===== config.mk =====
export PLATFORM = sky130hd
export DESIGN_NAME = spi_boot_rx
export DESIGN_NICKNAME = d
export VERILOG_FILES = /design/src/rtl/spi_boot_pkg.sv /design/src/rtl/spi_boot_link.sv /design/src/rtl/spi_boot_ctrl.sv /design/src/rtl/spi_boot_pack.sv /design/src/rtl/spi_boot_rx.sv
export SDC_FILE = /design/constraint.sdc
export NUM_CORES = 1
export LEC_CHECK = 0
export CAP_MARGIN = 20
export CORE_MARGIN = 1.5
export CORE_UTILIZATION = 60
export DETAILED_ROUTE_END_ITERATION = 12
export PLACE_DENSITY_LB_ADDON = 0.08
export SYNTH_ARGS = -nofsm -noshare
export SYNTH_HDL_FRONTEND = slang
export SYNTH_SLANG_ARGS = --single-unit

===== constraint.sdc =====
create_clock -name clk -period 3.9 [get_ports clk]
set_clock_uncertainty 0.05 [all_clocks]
set_input_delay 0.78 -clock clk [delete_from_list [all_inputs] [get_ports clk]]
set_output_delay 0.78 -clock clk [all_outputs]
set_load 0.01 [all_outputs]

===== src/rtl/spi_boot_pkg.sv =====
// Shared constants and types for the SPI boot image receiver.
// Assumes: byte-oriented header, responses are 8-bit codes zero-extended into the current slot width.
package spi_boot_pkg;

    localparam logic [7:0] PREAMBLE_A = 8'h70;
    localparam logic [7:0] PREAMBLE_B = 8'h50;
    localparam logic [7:0] RESP_ACK   = 8'h02;
    localparam logic [7:0] RESP_NACK  = 8'h20;
    localparam int         HDR_SLOTS  = 8;

    // Slot width selection; encoding equals the width code byte received in slot 6.
    typedef enum logic [1:0] {
        WID_8  = 2'd0,
        WID_16 = 2'd1,
        WID_32 = 2'd2
    } slot_width_e;

    // Session phase of the protocol controller.
    typedef enum logic [2:0] {
        PH_HEADER,
        PH_PAYLOAD,
        PH_TRAIL_A,
        PH_TRAIL_B,
        PH_QUIET
    } phase_e;

endpackage


===== src/rtl/spi_boot_link.sv =====
// Bit-level SPI mode-0 front end.
// Synchronises SCK, CS_n and MOSI into clk, detects SCK edges, assembles
// frames of 8/16/32 bits, and shifts a response word out MSB first.
// Assumes: clk is at least ~8x faster than SCK; SYNC_STAGES >= 2.
module spi_boot_link
    import spi_boot_pkg::*;
#(
    parameter int SYNC_STAGES = 2
) (
    input  logic        clk,
    input  logic        rst_n,
    input  logic        spi_sck,
    input  logic        spi_cs_n,
    input  logic        spi_mosi,
    output logic        spi_miso,
    input  slot_width_e slot_width,
    input  logic        tx_load,
    input  logic [31:0] tx_word,
    output logic        sess_start,
    output logic        frame_done,
    output logic [31:0] frame_val
);

    localparam int CNT_W = 6;

    logic [SYNC_STAGES-1:0] sck_sync;
    logic [SYNC_STAGES-1:0] cs_sync;
    logic [SYNC_STAGES-1:0] mosi_sync;
    logic                   sck_prev;
    logic                   sel_prev;
    logic [CNT_W-1:0]       bit_cnt;
    logic [CNT_W-1:0]       frame_bits;
    logic [31:0]            rx_sr;
    logic [31:0]            tx_sr;
    logic [31:0]            rx_next;
    logic [31:0]            val_mask;
    logic                   selected;
    logic                   sck_now;
    logic                   mosi_now;
    logic                   sck_rise;
    logic                   sck_fall;
    logic                   last_bit;

    // Bring the asynchronous pins into the clk domain.
    always_ff @(posedge clk) begin
        if (!rst_n) begin
            sck_sync  <= '0;
            cs_sync   <= '1;
            mosi_sync <= '0;
            sck_prev  <= 1'b0;
            sel_prev  <= 1'b0;
        end else begin
            sck_sync  <= {sck_sync[SYNC_STAGES-2:0], spi_sck};
            cs_sync   <= {cs_sync[SYNC_STAGES-2:0], spi_cs_n};
            mosi_sync <= {mosi_sync[SYNC_STAGES-2:0], spi_mosi};
            sck_prev  <= sck_now;
            sel_prev  <= selected;
        end
    end

    // Decode synchronised levels into edge events.
    always_comb begin
        sck_now    = sck_sync[SYNC_STAGES-1];
        mosi_now   = mosi_sync[SYNC_STAGES-1];
        selected   = !cs_sync[SYNC_STAGES-1];
        sck_rise   = selected && sck_now && !sck_prev;
        sck_fall   = selected && !sck_now && sck_prev;
        sess_start = selected && !sel_prev;
        case (slot_width)
            WID_16:  frame_bits = CNT_W'(16);
            WID_32:  frame_bits = CNT_W'(32);
            default: frame_bits = CNT_W'(8);
        endcase
        last_bit = (bit_cnt == frame_bits - CNT_W'(1));
        rx_next  = {rx_sr[30:0], mosi_now};
        val_mask = (frame_bits == CNT_W'(32)) ? '1 : ((32'd1 << frame_bits) - 32'd1);
    end

    // Count received bits within a frame and capture the completed frame.
    always_ff @(posedge clk) begin
        if (!rst_n) begin
            bit_cnt    <= '0;
            rx_sr      <= '0;
            frame_done <= 1'b0;
            frame_val  <= '0;
        end else begin
            frame_done <= 1'b0;
            if (!selected) begin
                bit_cnt <= '0;
            end else if (sck_rise) begin
                rx_sr <= rx_next;
                if (last_bit) begin
                    bit_cnt    <= '0;
                    frame_done <= 1'b1;
                    frame_val  <= rx_next & val_mask;
                end else begin
                    bit_cnt <= bit_cnt + CNT_W'(1);
                end
            end
        end
    end

    // Hold the response left-aligned and advance it on falling SCK inside a frame.
    always_ff @(posedge clk) begin
        if (!rst_n) begin
            tx_sr <= '0;
        end else if (!selected) begin
            tx_sr <= '0;
        end else if (tx_load) begin
            tx_sr <= tx_word << (CNT_W'(32) - frame_bits);
        end else if (sck_fall && (bit_cnt != '0)) begin
            tx_sr <= {tx_sr[30:0], 1'b0};
        end
    end

    assign spi_miso = selected & tx_sr[31];

endmodule


===== src/rtl/spi_boot_ctrl.sv =====
// Slot-level protocol controller.
// Walks the header slots, validates preamble, word count and width code,
// counts payload slots and chooses each MISO response; keeps the status.
// Assumes: one frame_done pulse per completed slot; sess_start precedes a session.
module spi_boot_ctrl
    import spi_boot_pkg::*;
#(
    parameter int RAM_AW = 10
) (
    input  logic               clk,
    input  logic               rst_n,
    input  logic               sess_start,
    input  logic               frame_done,
    input  logic [31:0]        frame_val,
    input  logic [7:0]         crc_calc,
    output slot_width_e        slot_width,
    output logic               tx_load,
    output logic [31:0]        tx_word,
    output logic               pay_en,
    output logic               boot_done,
    output logic               boot_err
);

    localparam int DEPTH   = 1 << RAM_AW;
    localparam int SLOT_CW = RAM_AW + 3;

    phase_e               phase;
    logic [2:0]           hdr_idx;
    logic                 rejected;
    logic [15:0]          word_count;
    logic [7:0]           crc_expect;
    slot_width_e          width_req;
    logic                 width_ok;
    logic [SLOT_CW-1:0]   slots_left;
    logic [SLOT_CW-1:0]   slots_total;
    logic [7:0]           rx_byte;
    logic                 count_ok;

    // Derive header checks and the payload slot total.
    always_comb begin
        rx_byte     = frame_val[7:0];
        count_ok    = (word_count != 16'd0) && ({1'b0, word_count} <= 17'(DEPTH));
        slots_total = {word_count[RAM_AW:0], 2'b00} >> width_req;
        pay_en      = frame_done && (phase == PH_PAYLOAD);
    end

    // Advance the session on each completed slot and pick the next response.
    always_ff @(posedge clk) begin
        if (!rst_n) begin
            phase      <= PH_QUIET;
            hdr_idx    <= '0;
            rejected   <= 1'b0;
            word_count <= '0;
            crc_expect <= '0;
            width_req  <= WID_8;
            width_ok   <= 1'b0;
            slots_left <= '0;
            slot_width <= WID_8;
            tx_load    <= 1'b0;
            tx_word    <= '0;
            boot_done  <= 1'b0;
            boot_err   <= 1'b0;
        end else if (sess_start) begin
            phase      <= PH_HEADER;
            hdr_idx    <= '0;
            rejected   <= 1'b0;
            width_req  <= WID_8;
            width_ok   <= 1'b0;
            slot_width <= WID_8;
            tx_load    <= 1'b0;
            tx_word    <= '0;
            boot_done  <= 1'b0;
            boot_err   <= 1'b0;
        end else begin
            tx_load <= frame_done;
            if (frame_done) begin
                tx_word <= '0;
                case (phase)
                    PH_HEADER: begin
                        hdr_idx <= hdr_idx + 3'd1;
                        case (hdr_idx)
                            3'd0: if (rx_byte != PREAMBLE_A) rejected <= 1'b1;
                            3'd1: if (rx_byte != PREAMBLE_B) rejected <= 1'b1;
                            3'd2: tx_word <= {24'd0, rejected ? RESP_NACK : RESP_ACK};
                            3'd3: word_count[7:0]  <= rx_byte;
                            3'd4: word_count[15:8] <= rx_byte;
                            3'd5: begin
                                crc_expect <= rx_byte;
                                tx_word    <= {24'd0, (rejected || !count_ok) ? RESP_NACK : RESP_ACK};
                                if (!count_ok) rejected <= 1'b1;
                            end
                            3'd6: begin
                                width_ok  <= (rx_byte <= 8'd2);
                                width_req <= (rx_byte <= 8'd2) ? slot_width_e'(rx_byte[1:0]) : WID_8;
                            end
                            default: begin
                                if (rejected || !width_ok) begin
                                    tx_word   <= {24'd0, RESP_NACK};
                                    phase     <= PH_QUIET;
                                    boot_done <= 1'b1;
                                    boot_err  <= 1'b1;
                                end else begin
                                    tx_word    <= {24'd0, RESP_ACK};
                                    slot_width <= width_req;
                                    slots_left <= slots_total;
                                    phase      <= PH_PAYLOAD;
                                end
                            end
                        endcase
                    end
                    PH_PAYLOAD: begin
                        slots_left <= slots_left - SLOT_CW'(1);
                        if (slots_left == SLOT_CW'(1)) phase <= PH_TRAIL_A;
                    end
                    PH_TRAIL_A: begin
                        tx_word   <= {24'd0, (crc_calc == crc_expect) ? RESP_ACK : RESP_NACK};
                        boot_done <= 1'b1;
                        boot_err  <= (crc_calc != crc_expect);
                        phase     <= PH_TRAIL_B;
                    end
                    PH_TRAIL_B: phase <= PH_QUIET;
                    default: ;
                endcase
            end
        end
    end

endmodule


===== src/rtl/spi_boot_pack.sv =====
// Payload packer.
// Merges 8/16/32-bit slot values into 32-bit words (low part first),
// writes each full word to the next RAM address and keeps the XOR checksum.
// Assumes: clr pulses at session start; data slots are aligned to the width.
module spi_boot_pack
    import spi_boot_pkg::*;
#(
    parameter int RAM_AW = 10
) (
    input  logic              clk,
    input  logic              rst_n,
    input  logic              clr,
    input  logic              pay_en,
    input  logic [31:0]       pay_val,
    input  slot_width_e       slot_width,
    output logic              ram_we,
    output logic [RAM_AW-1:0] ram_addr,
    output logic [31:0]       ram_wdata,
    output logic [7:0]        crc_calc
);

    logic [31:0]       acc;
    logic [1:0]        offset;
    logic [RAM_AW-1:0] next_addr;
    logic [31:0]       merged;
    logic [7:0]        slot_xor;
    logic              word_full;
    int                nbytes;
    int                off_i;

    // Place the slot bytes above the bytes already held and fold them into the checksum.
    always_comb begin
        case (slot_width)
            WID_16:  nbytes = 2;
            WID_32:  nbytes = 4;
            default: nbytes = 1;
        endcase
        off_i    = int'(offset);
        merged   = acc;
        slot_xor = 8'h00;
        for (int i = 0; i < 4; i++) begin
            if (i >= off_i && i < off_i + nbytes) merged[8*i +: 8] = pay_val[8*(i - off_i) +: 8];
            if (i < nbytes) slot_xor = slot_xor ^ pay_val[8*i +: 8];
        end
        word_full = (off_i + nbytes >= 4);
    end

    // Accumulate payload and issue one RAM write per completed word.
    always_ff @(posedge clk) begin
        if (!rst_n || clr) begin
            acc       <= '0;
            offset    <= '0;
            next_addr <= '0;
            ram_we    <= 1'b0;
            ram_addr  <= '0;
            ram_wdata <= '0;
            crc_calc  <= 8'hFF;
        end else begin
            ram_we <= 1'b0;
            if (pay_en) begin
                crc_calc <= crc_calc ^ slot_xor;
                if (word_full) begin
                    ram_we    <= 1'b1;
                    ram_addr  <= next_addr;
                    ram_wdata <= merged;
                    next_addr <= next_addr + RAM_AW'(1);
                    acc       <= '0;
                    offset    <= '0;
                end else begin
                    acc    <= merged;
                    offset <= offset + 2'(nbytes);
                end
            end
        end
    end

endmodule


===== src/rtl/spi_boot_rx.sv =====
// SPI slave boot image receiver, top level.
// Joins the SPI front end, the slot protocol controller and the word packer.
// Assumes: clk well above SCK; RAM accepts one word write per clk.
module spi_boot_rx
    import spi_boot_pkg::*;
#(
    parameter int RAM_AW      = 10,
    parameter int SYNC_STAGES = 2
) (
    input  logic              clk,
    input  logic              rst_n,
    input  logic              spi_sck,
    input  logic              spi_cs_n,
    input  logic              spi_mosi,
    output logic              spi_miso,
    output logic              ram_we,
    output logic [RAM_AW-1:0] ram_addr,
    output logic [31:0]       ram_wdata,
    output logic              boot_done,
    output logic              boot_err
);

    slot_width_e slot_width;
    logic        tx_load;
    logic [31:0] tx_word;
    logic        sess_start;
    logic        frame_done;
    logic [31:0] frame_val;
    logic        pay_en;
    logic [7:0]  crc_calc;

    spi_boot_link #(.SYNC_STAGES(SYNC_STAGES)) u_link (
        .clk        (clk),
        .rst_n      (rst_n),
        .spi_sck    (spi_sck),
        .spi_cs_n   (spi_cs_n),
        .spi_mosi   (spi_mosi),
        .spi_miso   (spi_miso),
        .slot_width (slot_width),
        .tx_load    (tx_load),
        .tx_word    (tx_word),
        .sess_start (sess_start),
        .frame_done (frame_done),
        .frame_val  (frame_val)
    );

    spi_boot_ctrl #(.RAM_AW(RAM_AW)) u_ctrl (
        .clk        (clk),
        .rst_n      (rst_n),
        .sess_start (sess_start),
        .frame_done (frame_done),
        .frame_val  (frame_val),
        .crc_calc   (crc_calc),
        .slot_width (slot_width),
        .tx_load    (tx_load),
        .tx_word    (tx_word),
        .pay_en     (pay_en),
        .boot_done  (boot_done),
        .boot_err   (boot_err)
    );

    spi_boot_pack #(.RAM_AW(RAM_AW)) u_pack (
        .clk        (clk),
        .rst_n      (rst_n),
        .clr        (sess_start),
        .pay_en     (pay_en),
        .pay_val    (frame_val),
        .slot_width (slot_width),
        .ram_we     (ram_we),
        .ram_addr   (ram_addr),
        .ram_wdata  (ram_wdata),
        .crc_calc   (crc_calc)
    );

endmodule


# Yosys cells after proc, flatten, opt, wreduce, memory -nomap -nowiden
# Index checks and enable logic that the tools add are counted.
# classes
magnitude_cmp	14
muxes	42
n_reduce_logical	52
n_eq_ne	27
shift	7
n_bitwise	13
add_sub_neg	13
# ops
op	count
2-to-1 mux 32 bit	4
indexed part select 32 x 32 -> 8 bit	4
< comparator 3 x 32 -> 1 bit (first input constant)	3
one-hot mux 32 bit (3 select lines)	1
2-to-1 mux 8 bit	8
one-hot mux 32 bit (2 select lines)	1
AND 32 bit	1
>= comparator 32 x 4 -> 1 bit (second input constant)	1
< comparator 2 x 32 -> 1 bit (first input constant)	1
left shift 1 x 6 -> 32 bit (first input constant)	1
left shift 32 x 6 -> 32 bit	1
subtractor 32 x 1 -> 32 bit (second input constant)	1
XOR 8 bit	4
2-to-1 mux 6 bit	5
AND reduction 4 bit	7
2-to-1 mux 13 bit	2
one-hot mux 13 bit (2 select lines)	1
<= comparator 16 x 11 -> 1 bit (second input constant)	1
inequality test 8 x 7 -> 1 bit (second input constant)	2
nonzero test 16 bit	1
2-to-1 mux 3 bit	5
equality test 13 x 1 -> 1 bit (second input constant)	1
right shift 13 x 2 -> 13 bit	1
subtractor 13 x 1 -> 13 bit (second input constant)	1
other kinds (53)	110
# word_totals
word_cells	200
ff_bits	289

# Longest topological paths before layout
# Gate-level depths: netlist (run 1).
# logic_depth
ltp_word	11
depth_mapped	11
ltp_nobuf	10

# By module
# From an unflattened synthesis (run 1), not the netlist that was laid out.
# hier_totals
cells_unflattened	1399
area_unflattened_um2	12624.6
# by_module_without_submodules
module	area_each_um2	n_inst	cells_each	seq_area_each_um2
spi_boot_link	4840.9	1	544	2202.1
spi_boot_pack	4460.5	1	471	1741.7
spi_boot_ctrl	3323.2	1	384	1081.0

# Least setup slack after synthesis (run 1)
# Ideal clock, no wire load.
# synth_timing
path_type	reg-to-reg
from	reg u_pack.offset[0]
to	reg u_pack.acc[6]
path_stages_with_launch	12
slack_ps	1113
path_buffers	5
arrival_ps	2610
synth_period_minus_slack_ps	2787
path_cell_list	dfxtp_1 -> buf_2 -> buf_4 -> buf_2 -> inv_1 -> ha_1 -> clkbuf_1 -> buf_2 -> mux4_2 -> mux2_2 -> a22oi_1 -> nor2_1
# synth_via
elab_chain_cells	5
word_cells_on_any_way	9
classes_between	add/sub (2); order compare (3); shift (1); mux (2); reduce/logical (1)
# synth_lines
element	line	text
start: declaration	spi_boot_pack.sv:23	logic [1:0] offset;
start signal: assignment	spi_boot_pack.sv:71	offset <= offset + 2'(nbytes);
branches (longest 4 deep; another with >= comparator 32 x 4 -> 1 bit)	-	
2-to-1 mux 32 bit (*)	spi_boot_pack.sv:62	if (word_full) begin
end signal: assignment	spi_boot_pack.sv:70	acc <= merged;
end: declaration	spi_boot_pack.sv:22	logic [31:0] acc;
# Mark *: on every way between the ends.
# A chain may end at the register's enable or synchronous reset.

# Worst setup path after layout (run 1)
# layout_timing
from	reg u_pack.offset[1]
to	reg u_pack.acc[23]
# layout_via
elab_chain_cells	5
word_cells_on_any_way	9
classes_between	add/sub (2); order compare (3); shift (1); mux (2); reduce/logical (1)
# layout_lines
element	line	text
adder 2 x 3 -> 4 bit	spi_boot_pack.sv:42	if (i >= off_i && i < off_i + nbytes) merged[8*i +: 8] = pay_val[8*(i - off_i) +: 8];
< comparator 3 x 32 -> 1 bit	spi_boot_pack.sv:42	
logical AND 1 bit	spi_boot_pack.sv:42	
2-to-1 mux 8 bit	spi_boot_pack.sv:42	
2-to-1 mux 32 bit (*)	spi_boot_pack.sv:62	
# Every way passes the cells marked *; elsewhere a longest branch is shown, timed or not.

==> results of run 1 <==
[through the flow]
step                      cell area [sq um]  utilization (%)  hold slack (ns)  setup WS, ns  total power [mW]
final                                 12900             68.5            0.358         0.817              4.99
after global routing                  12900             68.5            0.411         0.583              5.15
after CTS                             12900             68.5            0.362         0.847              5.03
after detailed placement              12100             64.2            0.348         0.896              2.68
after global placement                12100             64.2            0.339          1.01              2.68
after floorplan                       11600                -            0.336          1.11              2.66
[critical path, stage by stage, from the launching register on]
cell	delay, ns
dfxtp_1	0.69
inv_1	0.24
fa_1	0.50
nand2b_1	0.20
o21ai_2	0.32
nand3_1	0.32
nor3_2	0.49
a22o_1	0.22
[layer usage]
metal / vias up / wire length [um]
met2: 243 / 12100
met3: 41 / 1360
met5: - / 0
met1: 4411 / 12100
li1: 4599 / -
met4: 0 / 471
[cell families after synthesis]
| kind of cell | share of synthesized area, % |
|---|---|
| AND/OR/NAND/NOR | 20.5 |
| AO/OA/AOI/OAI | 14.4 |
| flip-flops | 43.3 |
| buffers and inverters | 4.56 |
| multiplexers | 11.7 |
| XOR/XNOR | 3.41 |
| adder cells (fa/ha/maj) | 2.12 |
[power groups by stage]
stage          Combinational, mW  Clock (mW)  Sequential, mW
2_1_floorplan             0.0472           0            2.62
3_3_place_gp              0.0646           0            2.62
3_5_place_dp              0.0646           0            2.62
4_1_cts                   0.0647        2.41            2.56
5_1_grt                   0.0704        2.51            2.56
6_report                  0.0647        2.36            2.56
[final timing paths]
check	to	slack, ns	cells past startpoint
setup / recovery	u_pack.acc[23]$_SDFFE_PP0P_	0.82	7
hold / removal	u_link.cs_sync[1]$_SDFF_PN1_	0.36	1
setup reg to reg	u_pack.acc[23]$_SDFFE_PP0P_	0.82	7
hold reg to reg	u_link.cs_sync[1]$_SDFF_PN1_	0.36	1
[cell usage in the layout, fill, tap and decap left out, types with 16 or more instances in the layout]
cell and instances:
nand2_1 253, a21oi_1 149, nor3_1 23, o21ai_0 58, ha_1 18, nor2_1 81, nor2b_1 24, a22oi_1 20
mux4_2 26, xor2_1 16, dfxtp_1 249, xnor2_1 29, buf_4 18, mux2_2 22, nand3_1 41, nand2b_1 22
inv_1 19, mux2i_1 52, clkdlybuf4s50_1 50, clkbuf_16 27
[registers in the layout (all words and copies together), names as in the netlist, 10 cells and up]
register           flops
u_link.tx_sr          31
u_pack.ram_addr       10
u_pack.next_addr      10
u_ctrl.word_count     16
u_pack.acc            24
u_link.rx_sr          31
u_pack.ram_wdata      32
u_link.frame_val      32
u_ctrl.slots_left     13
[layout make-up]
type / count / area share, %
clock buffer: 39 / 5.97
clock inverter: 6 / 0.320
inverter: 20 / 0.582
multi-input combinational: 962 / 46.9
sequential: 250 / 38.8
tap: 260 / 2.52
timing repair buffer: 68 / 4.93
==> impl_results.md, run 1 <==
* Sw frac at 21.1%
* Vias per std cell at 5.79
* Hold Vio Cnt, Final at 0
* Synth warn at 0
* Power share of the combinational group at 1.3%
* Post-CTS Hold Buffers at 0
* Leak at between 4 and 5 nW
* Register share of total power at about half
* Cts repair resizes at 0
* Global route hottest layer: met2
* Pin count of the biggest net entering global routing at 78
* Crit path time final at 3.08 ns
* Port Buffer Count at 50
* Post-Syn Nets at 1,354
* Die ar. at 20,100 sq um
* Post-synthesis sequential area ratio at 43.3%
* Critical Setup Path Class: reg -> reg
* Layout filler cell count at 1,559
* Clk buf depth at 3
* Maximum VDD drop at 428 uV
* Cell variety after synth at 66
* Final ANT Viol Nets at 0
* Final Net Count at 1,353
* Row cnt at 50
* Clk pwr share at a little under half
* Die W at 142 um
* Maxcap violations at 0
* Outcome: complete, no violations
* Clock Latency Late Sink at 0.53 ns
* DRT iter0 DRCs at roughly 650
* Share of cells above drive strength 1 at around 9%
* Mapped Area at 11,600 sq um
* Die Ht at 142 um
* Core footprint at around 19,000 sq um
* Synth Area per Inst at 8.70 sq um
* Hold crit path type: reg -> reg
* WL final at 26.1 mm
* Power density over the cells at 387 nW/um^2
* Synth area leader: dfxtp_1
* Boundary Pins at 51
* Routed length per instance at 16.3 um
* Cell count after synthesis at 1,330
* HPWL after DPL at roughly 17 mm
* CTS H-Tree Depth at 1
* Cell Count Post-Placement at roughly 1,600
* Crit path max fanout at 13
* First-pass GRT wire length at 43.1 mm
* Initial antenna violation count at 0
* Finished Layout Cells at 1,605
* Hold Crit Start: u_link.cs_sync[0]$_SDFF_PN1_
* Cell with the most instances after synthesis: nand2_1
* Top post-synthesis cells by area: dfxtp_1, nand2_1, a21oi_1
* Setup TNS at 0 ns
* Met3 Usage GRT at 2.97%
* Maximum clock frequency at between 0.3 and 0.4 GHz
* Initial Utilization at 61.4%
* Area Overhead vs Synth at 11.5%
* Required @ worst endpoint at 4.33 ns
* Total GRT Usage at 26.2%
* Critical Path Start: u_pack.offset[1]$_SDFFE_PP0P_
* Placer Congestion at 0.866
* Worst-path clk slew at 0.06 ns
* Area of the multi-input gates at ~6000 sq um
* EDFF count, synth at 0
* Post-synth top area share at a little over two fifths
* Root Buffer: clkbuf_16
* CP arrival at around 3.5 ns
* Clock tree sinks at 250
* Startpoint Class: flop
* Grt total ovfl at 0
* Main flop type after synthesis: dfxtp_1
* Cell internal pwr at 3.94 mW
* FF+latch area at about 5000 sq um
* Max transition margin at 34.1%
* Setup bufs post-CTS at 0
* Setup-failing EPs final at 0
* Setup crit end kind: flop
* Met2 global-route usage at 42.3%
* Period utilization at 79.1%
* Vias after detailed routing at 9,294
* Top post-synthesis cells by count: nand2_1, dfxtp_1, a21oi_1
* Worst-Margin Slew at 0.984 ns
* Crit Reg-Reg Startpoint: u_pack.offset[1]$_SDFFE_PP0P_
* P_sw at about 1.1 mW
* Pre-antenna DRT Iters at 5
* Seq cells post-synth at 250
* Slew Viols, Final at 0
* RSZ-0062 raised after global routing: no
* Total CTS buffers at 27
* Vias in the first global route at between 8,000 and 9,000
* # diodes at 0
* DRC Markers at 0
* Synth async-reset ratio at 0%
* Met1 usage at 37.5%
* TritonCTS clock tree: yes
(Power assumes the default switching activity.)
==> run 2: changes to the inputs <==
Settings changed: CORE_UTILIZATION 60 to 55.
Clock period 3.9 ns to 2.8 ns, I/O delays scaled along.
==> run 2 against run 1 <==
Net effect:
- core utilization decreased by 3.7 points
- sequential cell count unchanged
- clock power increased by 51%
- critical path depth increased by 3
- clock-buffer cell count decreased by 9
- register-to-register slack got worse by 0.77 ns
- via count increased by 0.34%
- combinational power increased by 51%
- global-route usage decreased by 1.5 points
- wire length increased by 3.4%
- power increased by 45%
- critical endpoint is now u_pack.acc[22]$_SDFFE_PP0P_
- largest cell class unchanged
==> impl_results.md, run 2 (synthesis gave the netlist of run 1 again) <==
* CP arrival at 3.10 ns (was 3.51 ns)
* Die ar. at 21,900 sq um (was 20,100 sq um)
* Die Ht at 148 um (was 142 um)
* Pin count of the biggest net entering global routing at 78 (unchanged)
* Critical Setup Path Class: reg -> reg (unchanged)
* Maximum VDD drop at 472 uV (was 428 uV)
* DRC Markers at 0 (unchanged)
* Setup-failing EPs final at 0 (unchanged)
* Area of the multi-input gates at 6070 sq um (was 6050 sq um)
* Total CTS buffers at 26 (was 27)
* Slew Viols, Final at 0 (unchanged)
* Most frequent cells in the layout: nand2_1, dfxtp_1, a21oi_1 (unchanged)
* Initial Utilization at 56.6% (was 61.4%)
* DRT iter0 DRCs at 595 (was 646)
* Die W at 148 um (was 142 um)
* Crit path time final at 2.75 ns (was 3.08 ns)
* Vias in the first global route at 8,639 (was 8,476)
* Pre-antenna DRT Iters at 5 (unchanged)
* Core Util, Final at 64.8% (was 68.5%)
* Hold Vio Cnt, Final at 0 (unchanged)
* First-pass GRT wire length at 44.2 mm (was 43.1 mm)
* Cts repair resizes at 0 (unchanged)
* HPWL after DPL at 17.9 mm (was 17.2 mm)
* Cell internal pwr at 5.72 mW (was 3.94 mW)
* CTS H-Tree Depth at 1 (unchanged)
* Port Buffer Count at 50 (unchanged)
* Final Net Count at 1,376 (was 1,353)
* Grt total ovfl at 0 (unchanged)
* P_sw at 1.50 mW (was 1.05 mW)
* Most common cell after layout, fill and taps aside: nand2_1 (unchanged)
* Register share of total power at 49.4% (was 51.4%)
* Clk pwr share at 49.3% (was 47.3%)
* Row cnt at 52 (was 50)
* Max transition margin at 43.2% (was 34.1%)
* Boundary Pins at 51 (unchanged)
* Fin area at 13,200 sq um (was 12,900 sq um)
* Outcome: complete, no violations (unchanged)
* Clock tree sinks at 250 (unchanged)
* Vias per std cell at 5.68 (was 5.79)
* Required @ worst endpoint at 3.15 ns (was 4.33 ns)
* Total GRT Usage at 24.7% (was 26.2%)
* Setup bufs post-CTS at 0 (unchanged)
* Initial antenna violation count at 0 (unchanged)
* Maxcap violations at 0 (unchanged)
* Share of cells above drive strength 1 at 11.2% (was 9.00%)
* Core footprint at 20,400 sq um (was 18,800 sq um)
* Final ANT Viol Nets at 0 (unchanged)
* Worst-path clk slew at 0.06 ns (about the same)
* Setup crit end kind: flop (unchanged)
* FF+latch area at 5010 sq um (unchanged)
* Top flop regs: u_link.frame_val (32), u_pack.ram_wdata (32) (unchanged)
* Power density over the cells at 546 nW/um^2 (was 387 nW/um^2)
* Clock Latency Late Sink at 0.53 ns (about the same)
* # diodes at 0 (unchanged)
* Leak at 4.38 nW (was 4.23 nW)
* Area after DPL at 12,300 sq um (was 12,100 sq um)
* Power share of the combinational group at 1.3% (about the same)
* TritonCTS clock tree: yes (unchanged)
* Worst-Margin Slew at 0.852 ns (was 0.984 ns)
* Routed length per instance at 16.4 um (was 16.3 um)
* Placer Congestion at 0.827 (was 0.866)
* Layout filler cell count at 1,785 (was 1,559)
* Root Buffer: clkbuf_16 (unchanged)
* Maximum clock frequency at 0.364 GHz (was 0.324 GHz)
* Area Overhead vs Synth at 14.5% (was 11.5%)
* Startpoint Class: flop (unchanged)
* Post-CTS Hold Buffers at 0 (unchanged)
* Vias after detailed routing at 9,326 (was 9,294)
* Sw frac at 20.8% (was 21.1%)
* Clk buf depth at 3 (unchanged)
* Crit path max fanout at 8 (was 13)
* WL final at 27.0 mm (was 26.1 mm)
* Hold crit path type: reg -> reg (unchanged)
* Period utilization at 98.3% (was 79.1%)
-- run 2: cell types whose count changed in the layout (fill, tap and decap cells not counted), sizes merged --
cell      change
bufinv        +4
clkinvlp      +6
buf          +24
clkinv        +2
clkbuf        -9
inv           -1
-- run 2: layout make-up --
type | count | area share [%]
inverter | 20 | 0.567
clock buffer | 30 | 5.19
sequential | 250 | 37.8
clock inverter | 17 | 1.54
tap | 270 | 2.55
multi-input combinational | 962 | 45.8
timing repair buffer | 92 | 6.54
-- run 2: through the flow --
step | cells | power [mW] | hold WS (ns) | setup WS [ns] | TNS, ns
after floorplan | 1330 | 3.71 | 0.336 | 0.0128 | 0
after global placement | 1594 | 3.74 | 0.344 | 0.153 | 0
after detailed placement | 1594 | 3.74 | 0.353 | 0.0942 | 0
after CTS | 1641 | 7.32 | 0.373 | 0.0316 | 0
after global routing | 1641 | 7.46 | 0.370 | -0.0712 | -0.432
final | 1641 | 7.22 | 0.360 | 0.0490 | 0
-- run 2: final timing paths --
check	start	end	slack, ns	depth (start not counted)
worst min register to register	u_link.cs_sync[0]$_SDFF_PN1_	u_link.cs_sync[1]$_SDFF_PN1_	0.36	1
worst max-delay path	u_ctrl.slot_width[0]$_SDFFE_PP0P_	u_pack.acc[22]$_SDFFE_PP0P_	0.05	10
worst max register to register	u_ctrl.slot_width[0]$_SDFFE_PP0P_	u_pack.acc[22]$_SDFFE_PP0P_	0.05	10
worst min-delay path	u_link.cs_sync[0]$_SDFF_PN1_	u_link.cs_sync[1]$_SDFF_PN1_	0.36	1
-- run 2: critical path, cell delays in order (launching register included) --
cell and delay (ns):
dfxtp_1 0.35, inv_1 0.07, ha_1 0.31, ha_1 0.20
inv_1 0.07, fa_1 0.51, nand2b_1 0.27, o21ai_0 0.25
a21oi_1 0.12, buf_4 0.19, a22o_1 0.24
-- run 2: layer usage --
layer | up-vias | wire (um) | global-route usage, %
met5 | - | 0 | 0
met4 | 0 | 573 | 5.94
met3 | 35 | 1440 | 3.55
met2 | 219 | 12200 | 38.1
met1 | 4419 | 12800 | 36.4
li1 | 4653 | - | -
-- run 2: power groups by stage --
stage                     logic (mW)  clock network (mW)  registers, mW
after CTS                     0.0986                3.65           3.57
after global placement        0.0980                   0           3.65
final                         0.0975                3.56           3.57
after detailed placement      0.0980                   0           3.65
after global routing           0.106                3.79           3.57
after floorplan               0.0657                   0           3.64
